`config.mk`:
```
export PLATFORM = sky130hd
export DESIGN_NAME = prot_page_regs
export DESIGN_NICKNAME = d
export VERILOG_FILES = /design/src/rtl/ppr_pkg.sv /design/src/rtl/ppr_seq.sv /design/src/rtl/ppr_ctl.sv /design/src/rtl/ppr_ram.sv /design/src/rtl/prot_page_regs.sv
export SDC_FILE = /design/constraint.sdc
export NUM_CORES = 1
export LEC_CHECK = 0
export ABC_AREA = 1
export CAP_MARGIN = 10
export CORE_MARGIN = 2
export CORE_UTILIZATION = 63
export CTS_CLUSTER_DIAMETER = 50
export DETAILED_ROUTE_END_ITERATION = 6
export DONT_BUFFER_PORTS = 1
export GPL_TIMING_DRIVEN = 0
export PLACE_DENSITY_LB_ADDON = 0.2
export SLEW_MARGIN = 10
export SYNTH_ARGS = -nofsm -noshare
export SYNTH_HDL_FRONTEND = slang
export SYNTH_SLANG_ARGS = --single-unit
```
`constraint.sdc`:
```
create_clock -name clk -period 2.8 [get_ports clk]
set_clock_uncertainty 0.05 [all_clocks]
set_input_delay 0.28 -clock clk [delete_from_list [all_inputs] [get_ports clk]]
set_output_delay 0.28 -clock clk [all_outputs]
set_load 0.05 [all_outputs]
```
`src/rtl/ppr_pkg.sv`:
```
package ppr_pkg;
  localparam int NBLK_DEF = 8;
  localparam int AW_DEF   = 5;
  localparam int DW_DEF   = 8;

  typedef enum logic [2:0] {
    S_IDLE, S_DEV, S_WADR, S_WDAT, S_WXTRA, S_RDAT, S_RXTRA, S_SKIP
  } seq_e;

  typedef enum logic [1:0] {
    SRC_CTL, SRC_RAM, SRC_FF, SRC_REV
  } src_e;
endpackage

```
`src/rtl/ppr_seq.sv`:
```
module ppr_seq
  import ppr_pkg::*;
#(
  parameter int AW = AW_DEF,
  parameter int DW = DW_DEF,
  parameter logic [DW-2:0] DEV_ID = 7'h5C
) (
  input  logic          clk,
  input  logic          rst,
  input  logic          hold,
  input  logic          start,
  input  logic          stop,
  input  logic          byte_vld,
  input  logic [DW-1:0] byte_in,
  input  logic          rd_req,
  output logic          pre_vld,
  output logic          pre_ack,
  output logic          pre_rd,
  output logic          op_wr,
  output logic [AW-1:0] op_addr,
  output logic [DW-1:0] op_data
);
  seq_e st;

  always_ff @(posedge clk) begin
    if (rst || hold) begin
      st      <= S_IDLE;
      pre_vld <= 1'b0;
      pre_ack <= 1'b0;
      pre_rd  <= 1'b0;
      op_wr   <= 1'b0;
      op_addr <= '0;
      op_data <= '0;
    end else begin
      pre_vld <= 1'b0;
      pre_ack <= 1'b0;
      pre_rd  <= 1'b0;
      op_wr   <= 1'b0;
      if (start) begin
        st <= S_DEV;
      end else if (stop) begin
        st <= S_IDLE;
      end else if (byte_vld || rd_req) begin
        pre_vld <= (st != S_IDLE);
        case (st)
          S_DEV: if (byte_vld) begin
            if (byte_in[DW-1:1] == DEV_ID) begin
              pre_ack <= 1'b1;
              st      <= byte_in[0] ? S_RDAT : S_WADR;
            end else begin
              st <= S_SKIP;
            end
          end
          S_WADR: if (byte_vld) begin
            if (byte_in[DW-1:AW] == '0) begin
              pre_ack <= 1'b1;
              op_addr <= byte_in[AW-1:0];
              st      <= S_WDAT;
            end else begin
              st <= S_SKIP;
            end
          end
          S_WDAT: if (byte_vld) begin
            pre_ack <= 1'b1;
            op_wr   <= 1'b1;
            op_data <= byte_in;
            st      <= S_WXTRA;
          end
          S_RDAT: if (rd_req) begin
            pre_ack <= 1'b1;
            pre_rd  <= 1'b1;
            st      <= S_RXTRA;
          end
          default: ;
        endcase
      end
    end
  end

  // a response is only ever produced for a byte or request seen one edge earlier
  assert_resp_has_cause_R12: assert property (@(posedge clk) disable iff (rst)
    pre_vld |-> $past(byte_vld || rd_req));

  // after a write strobe the transaction accepts no second write strobe without a new start
  assert_single_write_R3: assert property (@(posedge clk) disable iff (rst)
    (op_wr && !start) |=> !op_wr);
endmodule

```
`src/rtl/ppr_ctl.sv`:
```
module ppr_ctl
  import ppr_pkg::*;
#(
  parameter int NBLK = NBLK_DEF,
  parameter int AW   = AW_DEF,
  parameter int DW   = DW_DEF
) (
  input  logic            clk,
  input  logic            rst,
  input  logic            hold,
  input  logic            wr_en,
  input  logic [AW-1:0]   addr,
  input  logic [DW-1:0]   wdata,
  output logic [DW-1:0]   rd_byte,
  output logic [2*NBLK-1:0] blk_perm,
  output logic [1:0]      page_perm,
  output logic [NBLK:0]   sticky,
  output logic [NBLK-1:0] pg_wen
);
  localparam logic [AW-1:0] A_PAGE = AW'(NBLK);
  localparam logic [AW-1:0] A_WEN  = AW'(NBLK + 1);
  localparam logic [AW-1:0] A_DET  = AW'(NBLK + 2);

  logic [1:0]      pb  [NBLK+1];
  logic [1:0]      aux [NBLK];
  logic [NBLK:0]   stk;
  logic [NBLK-1:0] wpn;
  logic            de, dc;

  always_ff @(posedge clk) begin
    if (rst) begin
      stk <= '1;
      wpn <= '1;
      de  <= 1'b0;
      dc  <= 1'b1;
      for (int i = 0; i <= NBLK; i++) pb[i] <= 2'b11;
      for (int i = 0; i < NBLK; i++) aux[i] <= 2'b11;
    end else if (hold) begin
      stk <= '1;
    end else if (wr_en) begin
      for (int i = 0; i <= NBLK; i++) begin
        if (addr == AW'(i) && stk[i]) begin
          pb[i]  <= wdata[1:0];
          stk[i] <= wdata[DW-1];
        end
      end
      for (int i = 0; i < NBLK; i++) begin
        if (addr == AW'(i) && stk[i]) aux[i] <= wdata[5:4];
      end
      if (addr == A_WEN) wpn <= wdata[NBLK-1:0];
      if (addr == A_DET) begin
        de <= wdata[DW-1];
        if (wdata[DW-1]) dc <= 1'b0;
      end
    end
  end

  always_comb begin
    rd_byte = '0;
    for (int i = 0; i < NBLK; i++) begin
      if (addr == AW'(i)) rd_byte = {stk[i], 1'b0, aux[i], 2'b00, pb[i]};
    end
    if (addr == A_PAGE) rd_byte = {stk[NBLK], 5'b0, pb[NBLK]};
    if (addr == A_WEN)  rd_byte = DW'(wpn);
    if (addr == A_DET)  rd_byte = {de, dc, 6'b0};
  end

  for (genvar g = 0; g < NBLK; g++) begin : g_perm
    assign blk_perm[2*g +: 2] = pb[g];
  end
  assign page_perm = pb[NBLK];
  assign sticky    = stk;
  assign pg_wen    = wpn;

  // outside the protect hold, no sticky bit ever returns to 1
  assert_sticky_no_rise_R5: assert property (@(posedge clk) disable iff (rst)
    !$past(hold) |-> ((stk & ~$past(stk)) == '0));

  // a cycle of protect hold leaves every sticky bit set
  assert_hold_sets_sticky_R6: assert property (@(posedge clk) disable iff (rst)
    hold |=> (&stk));

  // permission fields move only after a write strobe
  assert_perm_quiet_R6: assert property (@(posedge clk) disable iff (rst)
    !$past(wr_en) |-> $stable({blk_perm, page_perm, pg_wen}));

  // the detect status is never 1 while the enable is 1
  assert_detect_clears_R8: assert property (@(posedge clk) disable iff (rst)
    de |-> !dc);
endmodule

```
`src/rtl/ppr_ram.sv`:
```
module ppr_ram
  import ppr_pkg::*;
#(
  parameter int AW = AW_DEF,
  parameter int DW = DW_DEF
) (
  input  logic          clk,
  input  logic          we,
  input  logic [AW-1:0] addr,
  input  logic [DW-1:0] wdata,
  output logic [DW-1:0] q
);
  localparam int DEPTH = 2 ** AW;

  logic [DW-1:0] mem [DEPTH];

  always_ff @(posedge clk) begin
    if (we) mem[addr] <= wdata;
    q <= mem[addr];
  end
endmodule

```
`src/rtl/prot_page_regs.sv`:
```
module prot_page_regs
  import ppr_pkg::*;
#(
  parameter int NBLK = NBLK_DEF,
  parameter int AW   = AW_DEF,
  parameter int DW   = DW_DEF,
  parameter logic [DW-2:0] DEV_ID   = 7'h5C,
  parameter logic [DW-1:0] RO_FILL  = 8'hFF,
  parameter logic [DW-1:0] REV_CODE = 8'h10
) (
  input  logic              clk,
  input  logic              rst,
  input  logic              lock_clr_n,
  input  logic              txn_start,
  input  logic              txn_stop,
  input  logic              byte_vld,
  input  logic [DW-1:0]     byte_in,
  input  logic              rd_req,
  output logic              resp_vld,
  output logic              resp_ack,
  output logic [DW-1:0]     resp_data,
  output logic [2*NBLK-1:0] blk_perm,
  output logic [1:0]        page_perm,
  output logic [NBLK:0]     sticky,
  output logic [NBLK-1:0]   pg_wen
);
  localparam logic [AW-1:0] A_ID  = AW'(2 ** (AW - 1));
  localparam logic [AW-1:0] A_RO  = A_ID - AW'(2);
  localparam logic [AW-1:0] A_REV = A_ID - AW'(1);
  localparam logic [AW-1:0] A_RSV = AW'(NBLK + 3);

  logic          hold;
  logic          pre_vld, pre_ack, pre_rd, op_wr;
  logic [AW-1:0] op_addr;
  logic [DW-1:0] op_data;
  logic          ram_sel;
  logic [DW-1:0] ctl_byte, ctl_q, ram_q;
  logic          rd_q;
  src_e          src_d, src_q;

  assign hold = !lock_clr_n;

  ppr_seq #(.AW(AW), .DW(DW), .DEV_ID(DEV_ID)) u_seq (
    .clk(clk), .rst(rst), .hold(hold),
    .start(txn_start), .stop(txn_stop),
    .byte_vld(byte_vld), .byte_in(byte_in), .rd_req(rd_req),
    .pre_vld(pre_vld), .pre_ack(pre_ack), .pre_rd(pre_rd),
    .op_wr(op_wr), .op_addr(op_addr), .op_data(op_data)
  );

  assign ram_sel = ((op_addr >= A_RSV) && (op_addr < A_RO)) || (op_addr >= A_ID);

  ppr_ctl #(.NBLK(NBLK), .AW(AW), .DW(DW)) u_ctl (
    .clk(clk), .rst(rst), .hold(hold),
    .wr_en(op_wr && !ram_sel), .addr(op_addr), .wdata(op_data),
    .rd_byte(ctl_byte),
    .blk_perm(blk_perm), .page_perm(page_perm),
    .sticky(sticky), .pg_wen(pg_wen)
  );

  ppr_ram #(.AW(AW), .DW(DW)) u_ram (
    .clk(clk), .we(op_wr && ram_sel && !hold),
    .addr(op_addr), .wdata(op_data), .q(ram_q)
  );

  always_comb begin
    src_d = SRC_CTL;
    if (op_addr == A_RO)       src_d = SRC_FF;
    else if (op_addr == A_REV) src_d = SRC_REV;
    else if (ram_sel)          src_d = SRC_RAM;
  end

  always_ff @(posedge clk) begin
    if (rst) begin
      resp_vld <= 1'b0;
      resp_ack <= 1'b0;
      rd_q     <= 1'b0;
      src_q    <= SRC_CTL;
      ctl_q    <= '0;
    end else begin
      resp_vld <= pre_vld && !hold;
      resp_ack <= pre_ack && !hold;
      rd_q     <= pre_rd && !hold;
      src_q    <= src_d;
      ctl_q    <= ctl_byte;
    end
  end

  always_comb begin
    resp_data = '0;
    if (rd_q) begin
      case (src_q)
        SRC_RAM: resp_data = ram_q;
        SRC_FF:  resp_data = RO_FILL;
        SRC_REV: resp_data = REV_CODE;
        default: resp_data = ctl_q;
      endcase
    end
  end

  // data appears only on an acknowledged response
  assert_data_only_on_ack_R3: assert property (@(posedge clk) disable iff (rst)
    (resp_data != '0) |-> (resp_vld && resp_ack));

  // the fixed read-only byte returns its fill value
  assert_fixed_byte_R9: assert property (@(posedge clk) disable iff (rst)
    (rd_q && $past(op_addr) == A_RO) |-> (resp_data == RO_FILL));

  // nothing is answered while the protect input is low
  assert_hold_silent_R6: assert property (@(posedge clk) disable iff (rst)
    $past(hold) |-> !resp_vld);
endmodule

```
==> results of run 1 <==
-- what timing repair did --
action                                 in CTS  in global routing
endpoints found under the hold margin      24                  0
hold buffers                               16                  0
pin swaps                                   0                  0
setup endpoints to repair                 152                160
resized for setup                          18                 20
-- synthesized netlist by cell type (all sizes together) --
cell type	n
clkinv	3
or2	2
nor4	1
edfxtp	290
buf	25
nor3b	1
a221oi	1
inv	75
a21oi	53
nor3	27
nand3	48
conb	1
a211oi	1
nor2	90
a31oi	3
dfxtp	60
o21ai	41
and3	1
nand2	217
a22oi	128
nand4	15
clkbuf	22
o211ai	6
-- kinds of logic (layout without fill, tap and decap cells) --
logic type | Yosys count | count (layout) | synth area share
DFF | 350 | 350 | 0.724
AOI/OAI and AO/OA | 233 | 233 | 0.111
buffers and inverters | 125 | 202 | 0.0372
and+or+nand+nor | 402 | 402 | 0.127
other | 1 | 104 | 0.000274
-- metal layers --
layer / global-route usage / part of all wire
met2: 0.495 / 0.49
met4: 0.0939 / 0.025
met1: 0.410 / 0.39
met5: 0 / 0
met3: 0.0630 / 0.099
-- final cells by class --
type	count	area, sq um
Tap cell	275	344
Clock buffer	44	962
Clock inverter	18	93.8
Sequential cell	350	9920
Buffer	46	213
Fill cell	1388	5380
Multi-Input combinational cell	739	3790
Inverter	78	293
Timing Repair Buffer	16	160
-- power by group through the flow --
| stage | sequential (uW) | clock (uW) | combinational [uW] |
|---|---|---|---|
| after CTS | 5680 | 4320 | 130 |
| after global placement | 5780 | 0 | 109 |
| after floorplan | 5780 | 0 | 84.9 |
| after global routing | 5680 | 4510 | 156 |
| after detailed placement | 5790 | 0 | 111 |
| final | 5680 | 4290 | 139 |
-- state kept, by name, summed over array words and instances, names as in the netlist, 2 cells and up --
name           flops
u_ram.mem        256
u_ctl.pb          18
u_ctl.aux         16
u_ctl.sticky       9
ctl_q              8
u_ctl.pg_wen       8
u_ram.q            8
u_seq.op_data      8
u_seq.op_addr      5
u_seq.st           3
src_q              2
-- metrics by stage --
step	hold slack [ns]	setup TNS (ns)	worst slack, ns
after floorplan	0.330	0	0.725
after global placement	0.345	-32.92	-0.327
after detailed placement	0.346	-36.62	-0.425
after CTS	0.0148	-0.344	-0.0316
after global routing	0.0300	-8.30	-0.207
final	0.0152	-7.80	-0.200
-- final timing paths --
path,start,to,slack [ns],depth (start not counted)
max,u_seq.op_addr[3]$_SDFFE_PP0P_,u_ram.mem[12][6]$_DFFE_PP_,-0.20,8
min,rd_req,u_seq.pre_vld$_SDFF_PP0_,0.02,2
max reg2reg,u_seq.op_addr[3]$_SDFFE_PP0P_,u_ram.mem[12][6]$_DFFE_PP_,-0.20,8
min reg2reg,u_seq.pre_vld$_SDFF_PP0_,resp_vld$_SDFF_PP0_,0.37,2
-- critical path, stage by stage, from the launching register on --
cell and delay [ns]:
sky130_fd_sc_hd__dfxtp_1 0.56, sky130_fd_sc_hd__nand2_2 0.12, sky130_fd_sc_hd__nor2_2 0.21, sky130_fd_sc_hd__inv_2 0.11, sky130_fd_sc_hd__o211ai_2 0.13, sky130_fd_sc_hd__nand2_4 0.15, sky130_fd_sc_hd__nor2_2 0.32, sky130_fd_sc_hd__nand2_1 0.39
sky130_fd_sc_hd__nor2_2 0.58
-- cells in the final DEF (no fill, tap or decap), types with 26 or more instances in the layout --
cell type                     n
sky130_fd_sc_hd__a21oi_1     46
sky130_fd_sc_hd__a22oi_1    128
sky130_fd_sc_hd__clkbuf_1    28
sky130_fd_sc_hd__clkbuf_16   37
sky130_fd_sc_hd__conb_1     104
sky130_fd_sc_hd__dfxtp_1     53
sky130_fd_sc_hd__edfxtp_1   290
sky130_fd_sc_hd__inv_1       68
sky130_fd_sc_hd__nand2_1    211
sky130_fd_sc_hd__nand3_1     48
sky130_fd_sc_hd__nor2_1      61
sky130_fd_sc_hd__nor3_1      26
sky130_fd_sc_hd__o21ai_0     38
==> flow_results.xml, run 1 <==
<?xml version="1.0" encoding="UTF-8"?>
<metrics>
  <group name="yosys">
    <metric name="yosys_warnings" unit="">0</metric>
    <metric name="part_of_the_yosys_area_used_for_sequential_elements" unit="">0.724</metric>
    <metric name="netlist_area" unit="sq mm">0.0137</metric>
    <metric name="syn-mean-instance-area" unit="sq um">12.3</metric>
    <metric name="ys_top_cells_by_area" unit="">sky130_fd_sc_hd__edfxtp_1 64%, sky130_fd_sc_hd__dfxtp_1 8.8%, sky130_fd_sc_hd__a22oi_1 7.0%</metric>
    <metric name="postSynthRegisterBits" unit="">350</metric>
    <metric name="yosys.cell_types.count" unit="">35</metric>
    <metric name="synth_cells" unit="">1111</metric>
    <metric name="yosys.area.top_type" unit="">sky130_fd_sc_hd__edfxtp_1</metric>
    <metric name="post-synth-top-area-fraction" unit="">0.636</metric>
  </group>
  <group name="cells_and_area">
    <metric name="final_layout_size_suffix_gt1_frac" unit="">0.101</metric>
    <metric name="insertedDiodeCount" unit="">0</metric>
    <metric name="final_net_count" unit="">1281</metric>
    <metric name="area.growth.synth_to_final" unit="%">15.3</metric>
    <metric name="post-route-util" unit="">0.746</metric>
    <metric name="design_area" unit="sq mm">0.0158</metric>
    <metric name="instances_no_fill" unit="">1566</metric>
  </group>
  <group name="clocking">
    <metric name="cts.sink_count" unit="">350</metric>
    <metric name="tritoncts" unit="">built</metric>
    <metric name="worst_skew_pair.late_latency" unit="ns">0.53</metric>
    <metric name="cts_setup_buffers" unit="">0</metric>
    <metric name="cts_h_tree_depth" unit="">2</metric>
    <metric name="tritoncts.num_buffers" unit="">35</metric>
    <metric name="maximum_buffer_depth_of_the_clock_tree" unit="">3</metric>
    <metric name="clk_root_buffer_cell" unit="">sky130_fd_sc_hd__clkbuf_16</metric>
    <metric name="clk_transition_reported_paths" unit="ns">0.06</metric>
  </group>
  <group name="drt">
    <metric name="detail_route.first_pass.iterations" unit="">5</metric>
    <metric name="detail-route-antenna-nets" unit="">0</metric>
    <metric name="routed_wire_length_per_instance" unit="um">21.6</metric>
    <metric name="vias_per_cell" unit="">5.97</metric>
    <metric name="totalWireLength" unit="um">33900</metric>
    <metric name="routed-via-count" unit="">9347</metric>
    <metric name="drt_iter0_drc" unit="">981</metric>
    <metric name="route.detailed.drc" unit="">0</metric>
  </group>
  <group name="timing">
    <metric name="final_critical_path_setup_slack" unit="ns">-0.200</metric>
    <metric name="slew-limit-headroom" unit="">0.141</metric>
    <metric name="timing_hold_violations_final" unit="">0</metric>
    <metric name="rsz0062_at_grt" unit="">yes</metric>
    <metric name="fmaxAchievable" unit="MHz">333</metric>
    <metric name="timing.final.crit_share" unit="">1.07</metric>
    <metric name="worst_slew_pin_tran" unit="ns">1.29</metric>
    <metric name="finalWorstPathRequiredPeriod" unit="ns">3.00</metric>
    <metric name="setup_violations" unit="">84</metric>
    <metric name="slew_viol_final" unit="">0</metric>
  </group>
  <group name="power">
    <metric name="pwr-share-seq" unit="">0.561</metric>
    <metric name="power.share.combinational" unit="">0.014</metric>
    <metric name="intPower" unit="uW">8130</metric>
    <metric name="worst_ir_drop_vdd" unit="V">0.000495</metric>
    <metric name="static-leakage-power" unit="uW">0.00623</metric>
    <metric name="p_sw" unit="uW">1980</metric>
    <metric name="clock_power_share" unit="">0.425</metric>
    <metric name="powerDensity" unit="mW/mm^2">641</metric>
    <metric name="sw_frac_of_total" unit="">0.196</metric>
    <metric name="design_power_total" unit="uW">10100</metric>
  </group>
  <group name="worst_setup_path">
    <metric name="worstSetupEndpointType" unit="">flop</metric>
    <metric name="critical_path_required" unit="ns">2.91</metric>
    <metric name="worst_setup_path_start_kind" unit="">flop</metric>
    <metric name="worstPathArrival" unit="ns">3.11</metric>
    <metric name="critical_path.max_fanout" unit="">9</metric>
    <metric name="setup.worst_path.class" unit="">flop to flop</metric>
  </group>
  <group name="floorplanning">
    <metric name="die-width" unit="um">151</metric>
    <metric name="core-area" unit="sq mm">0.0212</metric>
    <metric name="floorplan.initialDensity" unit="">0.647</metric>
    <metric name="chipHeight" unit="um">151</metric>
    <metric name="row_count" unit="">53</metric>
    <metric name="ioPinCount" unit="">60</metric>
    <metric name="die_area" unit="sq mm">0.0229</metric>
  </group>
  <group name="grt">
    <metric name="antenna_found_initial" unit="">0</metric>
    <metric name="grt_overflow_total" unit="">0</metric>
    <metric name="grt_pass1_wl" unit="um">50300</metric>
    <metric name="first_global_vias" unit="">8924</metric>
    <metric name="grt_max_degree" unit="">36</metric>
    <metric name="grt_usage" unit="">0.302</metric>
  </group>
  <group name="placed_design">
    <metric name="placed_cell_area" unit="sq mm">0.0144</metric>
    <metric name="routabilityCongestion" unit="">0.953</metric>
    <metric name="post-place-cells" unit="">1489</metric>
    <metric name="post-dp-hpwl" unit="um">22400</metric>
    <metric name="portbufs" unit="">0</metric>
  </group>
  <group name="worst_hold_path">
    <metric name="hold_path.class" unit="">input port to flop</metric>
  </group>
  <group name="outcome">
    <metric name="status" unit="">complete, but fails checks</metric>
    <metric name="failed_checks" unit="">negative setup slack</metric>
  </group>
  <group name="job">
    <metric name="max_cap_violations" unit="">0</metric>
  </group>
</metrics>
(Power assumes the default switching activity.)
==> run 2: changes to the inputs <==
Settings changed: CORE_UTILIZATION 63 to 49, REMOVE_ABC_BUFFERS set to 1.
==> flow_results.xml, run 2 (synthesized netlist as in run 1, its figures left out) <==
<?xml version="1.0" encoding="UTF-8"?>
<metrics>
  <group name="outcome">
    <metric name="status" unit="">complete, but fails checks</metric>
    <metric name="failed_checks" unit="">negative setup slack</metric>
  </group>
  <group name="floorplanning">
    <metric name="core-area" unit="sq mm">0.0276</metric>
    <metric name="row_count" unit="">61</metric>
    <metric name="die-width" unit="um">171</metric>
    <metric name="ioPinCount" unit="">60</metric>
    <metric name="floorplan.initialDensity" unit="">0.495</metric>
    <metric name="die_area" unit="sq mm">0.0293</metric>
    <metric name="chipHeight" unit="um">171</metric>
  </group>
  <group name="worst_setup_path">
    <metric name="r2r.worst_path.cells" unit="">6</metric>
    <metric name="setup.worst_path.class" unit="">flop to flop</metric>
    <metric name="critPathMaxStageDelay" unit="ns">0.53</metric>
    <metric name="worstSetupEndpointType" unit="">flop</metric>
    <metric name="cpMostUsedCell" unit="">sky130_fd_sc_hd__nand2_1</metric>
    <metric name="worstPathArrival" unit="ns">2.94</metric>
    <metric name="crit_path_cell_trace" unit="">nand2_1 -&gt; o211ai_2 -&gt; nand2_4 -&gt; nor2_1 -&gt; nand2_1 -&gt; nor2_4</metric>
    <metric name="critical_path.max_fanout" unit="">9</metric>
    <metric name="timing.critical_path.slowest_stage_cell" unit="">sky130_fd_sc_hd__dfxtp_1</metric>
    <metric name="reg2reg_slack" unit="ns">-0.02</metric>
    <metric name="critical_path_required" unit="ns">2.92</metric>
    <metric name="worst_setup_path_start_kind" unit="">flop</metric>
  </group>
  <group name="power">
    <metric name="intPower" unit="uW">8600</metric>
    <metric name="power.share.combinational" unit="">0.012</metric>
    <metric name="powerDensity" unit="mW/mm^2">657</metric>
    <metric name="pwr-share-seq" unit="">0.534</metric>
    <metric name="clock_power_share" unit="">0.454</metric>
    <metric name="static-leakage-power" unit="uW">0.00629</metric>
    <metric name="p_sw" unit="uW">2020</metric>
    <metric name="worst_ir_drop_vdd" unit="V">0.000418</metric>
    <metric name="sw_frac_of_total" unit="">0.191</metric>
  </group>
  <group name="drt">
    <metric name="routed_wire_length_per_instance" unit="um">19.4</metric>
    <metric name="route.detailed.drc" unit="">0</metric>
    <metric name="drt_iter0_drc" unit="">706</metric>
    <metric name="routed-via-count" unit="">9016</metric>
    <metric name="vias_per_cell" unit="">5.48</metric>
    <metric name="detail-route-antenna-nets" unit="">0</metric>
    <metric name="detail_route.first_pass.iterations" unit="">5</metric>
    <metric name="totalWireLength" unit="um">32000</metric>
  </group>
  <group name="clocking">
    <metric name="cts.sink_count" unit="">350</metric>
    <metric name="clk_transition_reported_paths" unit="ns">0.06</metric>
    <metric name="cts_h_tree_depth" unit="">2</metric>
    <metric name="worst_skew_pair.late_latency" unit="ns">0.52</metric>
    <metric name="clk_root_buffer_cell" unit="">sky130_fd_sc_hd__clkbuf_16</metric>
    <metric name="tritoncts.num_buffers" unit="">37</metric>
    <metric name="maximum_buffer_depth_of_the_clock_tree" unit="">3</metric>
    <metric name="tritoncts" unit="">built</metric>
  </group>
  <group name="cells_and_area">
    <metric name="most-common-layout-cells" unit="">290 x sky130_fd_sc_hd__edfxtp_1, 210 x sky130_fd_sc_hd__nand2_1, 128 x sky130_fd_sc_hd__a22oi_1, 104 x sky130_fd_sc_hd__conb_1, 65 x sky130_fd_sc_hd__inv_1</metric>
    <metric name="final_net_count" unit="">1255</metric>
    <metric name="commonest_non_fill_non_tap_cell_in_the_layout" unit="">sky130_fd_sc_hd__edfxtp_1</metric>
    <metric name="filler_cell_count" unit="">2303</metric>
    <metric name="area.growth.synth_to_final" unit="%">18.3</metric>
    <metric name="insertedDiodeCount" unit="">0</metric>
    <metric name="final_layout_size_suffix_gt1_frac" unit="">0.110</metric>
    <metric name="registers.top_by_ff_count" unit="">u_ram.mem</metric>
    <metric name="design_area" unit="sq mm">0.0162</metric>
    <metric name="largest_reg_flops" unit="">256</metric>
    <metric name="largest_registers" unit="">u_ram.mem x256, u_ctl.pb x18, u_ctl.aux x16</metric>
    <metric name="post-route-util" unit="">0.586</metric>
  </group>
  <group name="grt">
    <metric name="grt_usage" unit="">0.221</metric>
    <metric name="grt_overflow_total" unit="">0</metric>
    <metric name="antenna_found_initial" unit="">0</metric>
    <metric name="grt_max_degree" unit="">66</metric>
    <metric name="grt_pass1_wl" unit="um">48600</metric>
    <metric name="first_global_vias" unit="">8870</metric>
  </group>
  <group name="worst_hold_path">
    <metric name="min_delay_path_depth" unit="">4</metric>
    <metric name="hold_path.class" unit="">input port to flop</metric>
  </group>
  <group name="job">
    <metric name="max_cap_violations" unit="">0</metric>
  </group>
  <group name="timing">
    <metric name="worst_slew_pin_tran" unit="ns">1.31</metric>
    <metric name="slew-limit-headroom" unit="">0.125</metric>
    <metric name="fin_hold_ws" unit="ns">0.0529</metric>
    <metric name="slew_viol_final" unit="">0</metric>
    <metric name="final_critical_path_setup_slack" unit="ns">-0.0233</metric>
    <metric name="timing.setup.tns" unit="ns">-0.136</metric>
    <metric name="timing.final.crit_share" unit="">1.01</metric>
    <metric name="fmaxAchievable" unit="MHz">354</metric>
    <metric name="rsz0062_at_grt" unit="">yes</metric>
    <metric name="timing_hold_violations_final" unit="">0</metric>
    <metric name="setup_violations" unit="">8</metric>
    <metric name="finalWorstPathRequiredPeriod" unit="ns">2.82</metric>
  </group>
  <group name="placed_design">
    <metric name="routabilityCongestion" unit="">0.938</metric>
    <metric name="post-dp-hpwl" unit="um">19600</metric>
    <metric name="placed_cell_area" unit="sq mm">0.0145</metric>
    <metric name="portbufs" unit="">0</metric>
  </group>
</metrics>
-- run 2: cell count changes in the layout (fill, tap and decap cells not counted), sizes merged --
cell / change
clkbuf: -12
buf: -5
dlygate4sd3: -1
inv: -2
bufinv: +3
clkinvlp: +1
clkinv: -7
-- run 2: worst paths after layout --
path,startpoint,end
max,u_seq.op_addr[3]$_SDFFE_PP0P_,u_ram.mem[13][7]$_DFFE_PP_
min reg2reg,u_seq.pre_vld$_SDFF_PP0_,resp_vld$_SDFF_PP0_
min,byte_in[6],u_seq.st[2]$_SDFFE_PP0P_
max reg2reg,u_seq.op_addr[3]$_SDFFE_PP0P_,u_ram.mem[13][7]$_DFFE_PP_
-- run 2: area by class of cell --
type	instances	area (sq um)	area share
clock buffers	54	1060	0.0656
clock inverters	13	139	0.00858
flip-flops and latches	350	9920	0.613
multi-input cells	739	3830	0.237
repair buffers	34	455	0.0281
inverters	78	305	0.0189
well taps	378	473	0.0292
-- run 2: timing repair --
| action | in CTS | in global routing |
|---|---|---|
| buffers inserted | 5 | 6 |
| resized for setup | 33 | 12 |
| pin swaps | 3 | 5 |
| hold buffers | 15 | 0 |
| endpoints found under the setup margin | 183 | 96 |
| hold endpoints to repair | 29 | 0 |
-- run 2: metal layers --
layer / GRT usage / part of all wire / vias up / wire length, um
met4: 0.0648 / 0.022 / 0 / 708
met5: 0 / 0 / - / 0
met2: 0.370 / 0.49 / 288 / 15600
met3: 0.0428 / 0.065 / 57 / 2090
li1: - / - / 4210 / -
met1: 0.293 / 0.42 / 4461 / 13500
-- run 2: power by group through the flow --
stage / combinational (uW) / sequential [uW] / clock [uW]
final: 131 / 5670 / 4820
after global routing: 152 / 5680 / 5070
after CTS: 126 / 5670 / 4880
after detailed placement: 104 / 5780 / 0
after global placement: 99.5 / 5780 / 0
after floorplan: 80.3 / 5780 / 0
-- run 2: metrics by stage --
stage	instances	setup WS (ns)	total power [uW]
global route	1646	-0.123	10900
floorplan	1167	-1.21	5860
CTS	1640	0.0195	10700
detailed placement	1553	-0.850	5890
finish	1646	-0.0233	10600
global placement	1545	-4.32	5880
-- run 2: worst max-delay path, delay by kind of cell, from the launching register on --
family           cells  cell delay, ns
AO/OA/AOI/OAI        1            0.29
AND/OR/NAND/NOR      5            1.60
flip-flops           1            0.53
==> run 3: changes to the inputs <==
Clock period 2.8 ns to 2.6 ns, I/O delays scaled along.
==> flow_results.xml, run 3 (synthesized netlist as in run 1, its figures left out) <==
<?xml version="1.0" encoding="UTF-8"?>
<metrics>
  <group name="drt">
    <metric name="routed_wire_length_per_instance" unit="um">19.5</metric>
    <metric name="vias_per_cell" unit="">5.54</metric>
    <metric name="route.detailed.drc" unit="">0</metric>
    <metric name="detail_route.first_pass.iterations" unit="">5</metric>
    <metric name="drt_iter0_drc" unit="">858</metric>
    <metric name="detail-route-antenna-nets" unit="">0</metric>
    <metric name="totalWireLength" unit="um">32300</metric>
    <metric name="routed-via-count" unit="">9186</metric>
  </group>
  <group name="cells_and_area">
    <metric name="area.growth.synth_to_final" unit="%">19.5</metric>
    <metric name="post-route-util" unit="">0.592</metric>
    <metric name="insertedDiodeCount" unit="">0</metric>
    <metric name="most-common-layout-cells" unit="">290 x sky130_fd_sc_hd__edfxtp_1, 206 x sky130_fd_sc_hd__nand2_1, 128 x sky130_fd_sc_hd__a22oi_1, 104 x sky130_fd_sc_hd__conb_1, 65 x sky130_fd_sc_hd__inv_1</metric>
    <metric name="final_layout_size_suffix_gt1_frac" unit="">0.124</metric>
    <metric name="final_net_count" unit="">1267</metric>
    <metric name="commonest_non_fill_non_tap_cell_in_the_layout" unit="">sky130_fd_sc_hd__edfxtp_1</metric>
    <metric name="registers.top_by_ff_count" unit="">u_ram.mem</metric>
    <metric name="design_area" unit="sq mm">0.0164</metric>
    <metric name="largest_reg_flops" unit="">256</metric>
    <metric name="largest_registers" unit="">u_ram.mem x256, u_ctl.pb x18, u_ctl.aux x16</metric>
  </group>
  <group name="clocking">
    <metric name="tritoncts" unit="">built</metric>
    <metric name="clk_transition_reported_paths" unit="ns">0.06</metric>
    <metric name="clk_root_buffer_cell" unit="">sky130_fd_sc_hd__clkbuf_16</metric>
    <metric name="tritoncts.num_buffers" unit="">37</metric>
    <metric name="worst_skew_pair.late_latency" unit="ns">0.53</metric>
    <metric name="cts_h_tree_depth" unit="">2</metric>
    <metric name="maximum_buffer_depth_of_the_clock_tree" unit="">3</metric>
    <metric name="cts.sink_count" unit="">350</metric>
  </group>
  <group name="timing">
    <metric name="slew-limit-headroom" unit="">0.163</metric>
    <metric name="setup_violations" unit="">0</metric>
    <metric name="rsz0062_at_grt" unit="">yes</metric>
    <metric name="fmaxAchievable" unit="MHz">385</metric>
    <metric name="slew_viol_final" unit="">0</metric>
    <metric name="finalWorstPathRequiredPeriod" unit="ns">2.60</metric>
    <metric name="timing.final.crit_share" unit="">1.00</metric>
    <metric name="timing_hold_violations_final" unit="">0</metric>
    <metric name="worst_slew_pin_tran" unit="ns">1.26</metric>
  </group>
  <group name="worst_setup_path">
    <metric name="critical_path.max_fanout" unit="">9</metric>
    <metric name="worstSetupEndpointType" unit="">flop</metric>
    <metric name="worstPathArrival" unit="ns">2.78</metric>
    <metric name="worstReg2RegStart" unit="">u_seq.op_addr[3]$_SDFFE_PP0P_</metric>
    <metric name="critical_path_required" unit="ns">2.78</metric>
    <metric name="setup.worst_path.class" unit="">flop to flop</metric>
    <metric name="worst_r2r_endpoint" unit="">u_ram.mem[18][3]$_DFFE_PP_</metric>
    <metric name="r2r.worst_path.cells" unit="">7</metric>
    <metric name="worst_setup_path_startpoint" unit="">u_seq.op_addr[3]$_SDFFE_PP0P_</metric>
    <metric name="reg2reg_slack" unit="ns">0.0009</metric>
    <metric name="worst_setup_path_start_kind" unit="">flop</metric>
    <metric name="crit_path_end" unit="">u_ram.mem[18][3]$_DFFE_PP_</metric>
  </group>
  <group name="grt">
    <metric name="antenna_found_initial" unit="">0</metric>
    <metric name="grt_pass1_wl" unit="um">48900</metric>
    <metric name="grt_max_degree" unit="">66</metric>
    <metric name="grt_overflow_total" unit="">0</metric>
    <metric name="grt_usage" unit="">0.222</metric>
    <metric name="first_global_vias" unit="">8913</metric>
  </group>
  <group name="power">
    <metric name="p_sw" unit="uW">2190</metric>
    <metric name="power.share.combinational" unit="">0.012</metric>
    <metric name="sw_frac_of_total" unit="">0.191</metric>
    <metric name="design_power_total" unit="uW">11500</metric>
    <metric name="worst_ir_drop_vdd" unit="V">0.000451</metric>
    <metric name="pwr-share-seq" unit="">0.534</metric>
    <metric name="static-leakage-power" unit="uW">0.00636</metric>
    <metric name="intPower" unit="uW">9260</metric>
    <metric name="powerDensity" unit="mW/mm^2">700</metric>
    <metric name="clock_power_share" unit="">0.454</metric>
  </group>
  <group name="floorplanning">
    <metric name="die_area" unit="sq mm">0.0293</metric>
    <metric name="row_count" unit="">61</metric>
    <metric name="floorplan.initialDensity" unit="">0.495</metric>
    <metric name="chipHeight" unit="um">171</metric>
    <metric name="core-area" unit="sq mm">0.0276</metric>
    <metric name="die-width" unit="um">171</metric>
    <metric name="ioPinCount" unit="">60</metric>
  </group>
  <group name="outcome">
    <metric name="status" unit="">completed</metric>
  </group>
  <group name="job">
    <metric name="max_cap_violations" unit="">0</metric>
  </group>
  <group name="worst_hold_path">
    <metric name="worstHoldStart" unit="">byte_in[6]</metric>
    <metric name="hold_path.class" unit="">input port to flop</metric>
  </group>
  <group name="placed_design">
    <metric name="post-dp-hpwl" unit="um">19600</metric>
    <metric name="routabilityCongestion" unit="">0.938</metric>
    <metric name="portbufs" unit="">0</metric>
    <metric name="placed_cell_area" unit="sq mm">0.0145</metric>
  </group>
</metrics>
## run 3: cell types whose count changed in the layout (fill, tap and decap cells not counted), moves of 3 or more
| cell | change |
|---|---|
| sky130_fd_sc_hd__buf_4 | +9 |
| sky130_fd_sc_hd__nand2_1 | -4 |
| sky130_fd_sc_hd__nand2_2 | +4 |
| sky130_fd_sc_hd__nor2_4 | +4 |
| sky130_fd_sc_hd__buf_12 | +3 |
| sky130_fd_sc_hd__nor2_1 | -3 |
## run 3: metrics by stage
step,setup slack [ns],std cells,setup TNS [ns],hold slack (ns)
6_report,0.000898,1658,0,0.0311
5_1_grt,-0.0742,1658,-1.61,0.100
4_1_cts,0.00843,1646,0,0.0244
3_5_place_dp,-1.05,1553,-154.41,0.285
3_3_place_gp,-4.52,1545,-688.36,0.284
2_1_floorplan,-1.41,1167,-136.25,0.279
## run 3: power by group through the flow
stage          clock network, uW  registers [uW]  logic (uW)
2_1_floorplan                  0            6220        86.5
3_3_place_gp                   0            6230         107
3_5_place_dp                   0            6230         112
4_1_cts                     5250            6110         136
5_1_grt                     5460            6110         164
6_report                    5200            6110         142
## run 3: critical path: stages (launching register included)
cell and delay [ns]:
sky130_fd_sc_hd__dfxtp_1 0.54, sky130_fd_sc_hd__nand2_1 0.28, sky130_fd_sc_hd__o211ai_2 0.29, sky130_fd_sc_hd__nand2_4 0.15
sky130_fd_sc_hd__nor2_2 0.29, sky130_fd_sc_hd__nand2_1 0.32, sky130_fd_sc_hd__nor2_4 0.22, sky130_fd_sc_hd__buf_12 0.14
## run 3: final cells by class
cell class / instances / area [sq um]
sequential: 350 / 9920
clock inverter: 13 / 139
fill: 2281 / 11300
clock buffer: 54 / 1060
timing repair buffer: 46 / 583
multi-input combinational: 739 / 3870
inverter: 78 / 305
tap: 378 / 473
## run 3: timing repair
| item | CTS | global route |
|---|---|---|
| buffers inserted | 11 | 12 |
| pin swaps | 7 | 8 |
| gates resized for setup | 54 | 4 |
| setup endpoints to repair | 215 | 76 |
| endpoints found under the hold margin | 29 | 0 |
| hold buffers | 15 | 0 |
## run 3: worst min path at each step
stage	endpoint	slack, ns	cells past startpoint
after detailed placement	ctl_q[6]$_SDFF_PP0_	0.28	1
after global placement	u_ctl.de$_SDFFE_PP0P_	0.28	1
after global routing	u_seq.st[2]$_SDFFE_PP0P_	0.10	4
final	u_seq.st[2]$_SDFFE_PP0P_	0.03	4
after CTS	u_seq.st[2]$_SDFFE_PP0P_	0.02	4
after floorplan	ctl_q[6]$_SDFF_PP0_	0.28	1
## run 3: metal layers
layer | track usage | routed length (um) | up-vias
met3 | 0.0416 | 2280 | 63
li1 | - | - | 4242
met1 | 0.296 | 13500 | 4541
met2 | 0.373 | 15800 | 340
met4 | 0.0637 | 731 | 0
met5 | 0 | 0 | -
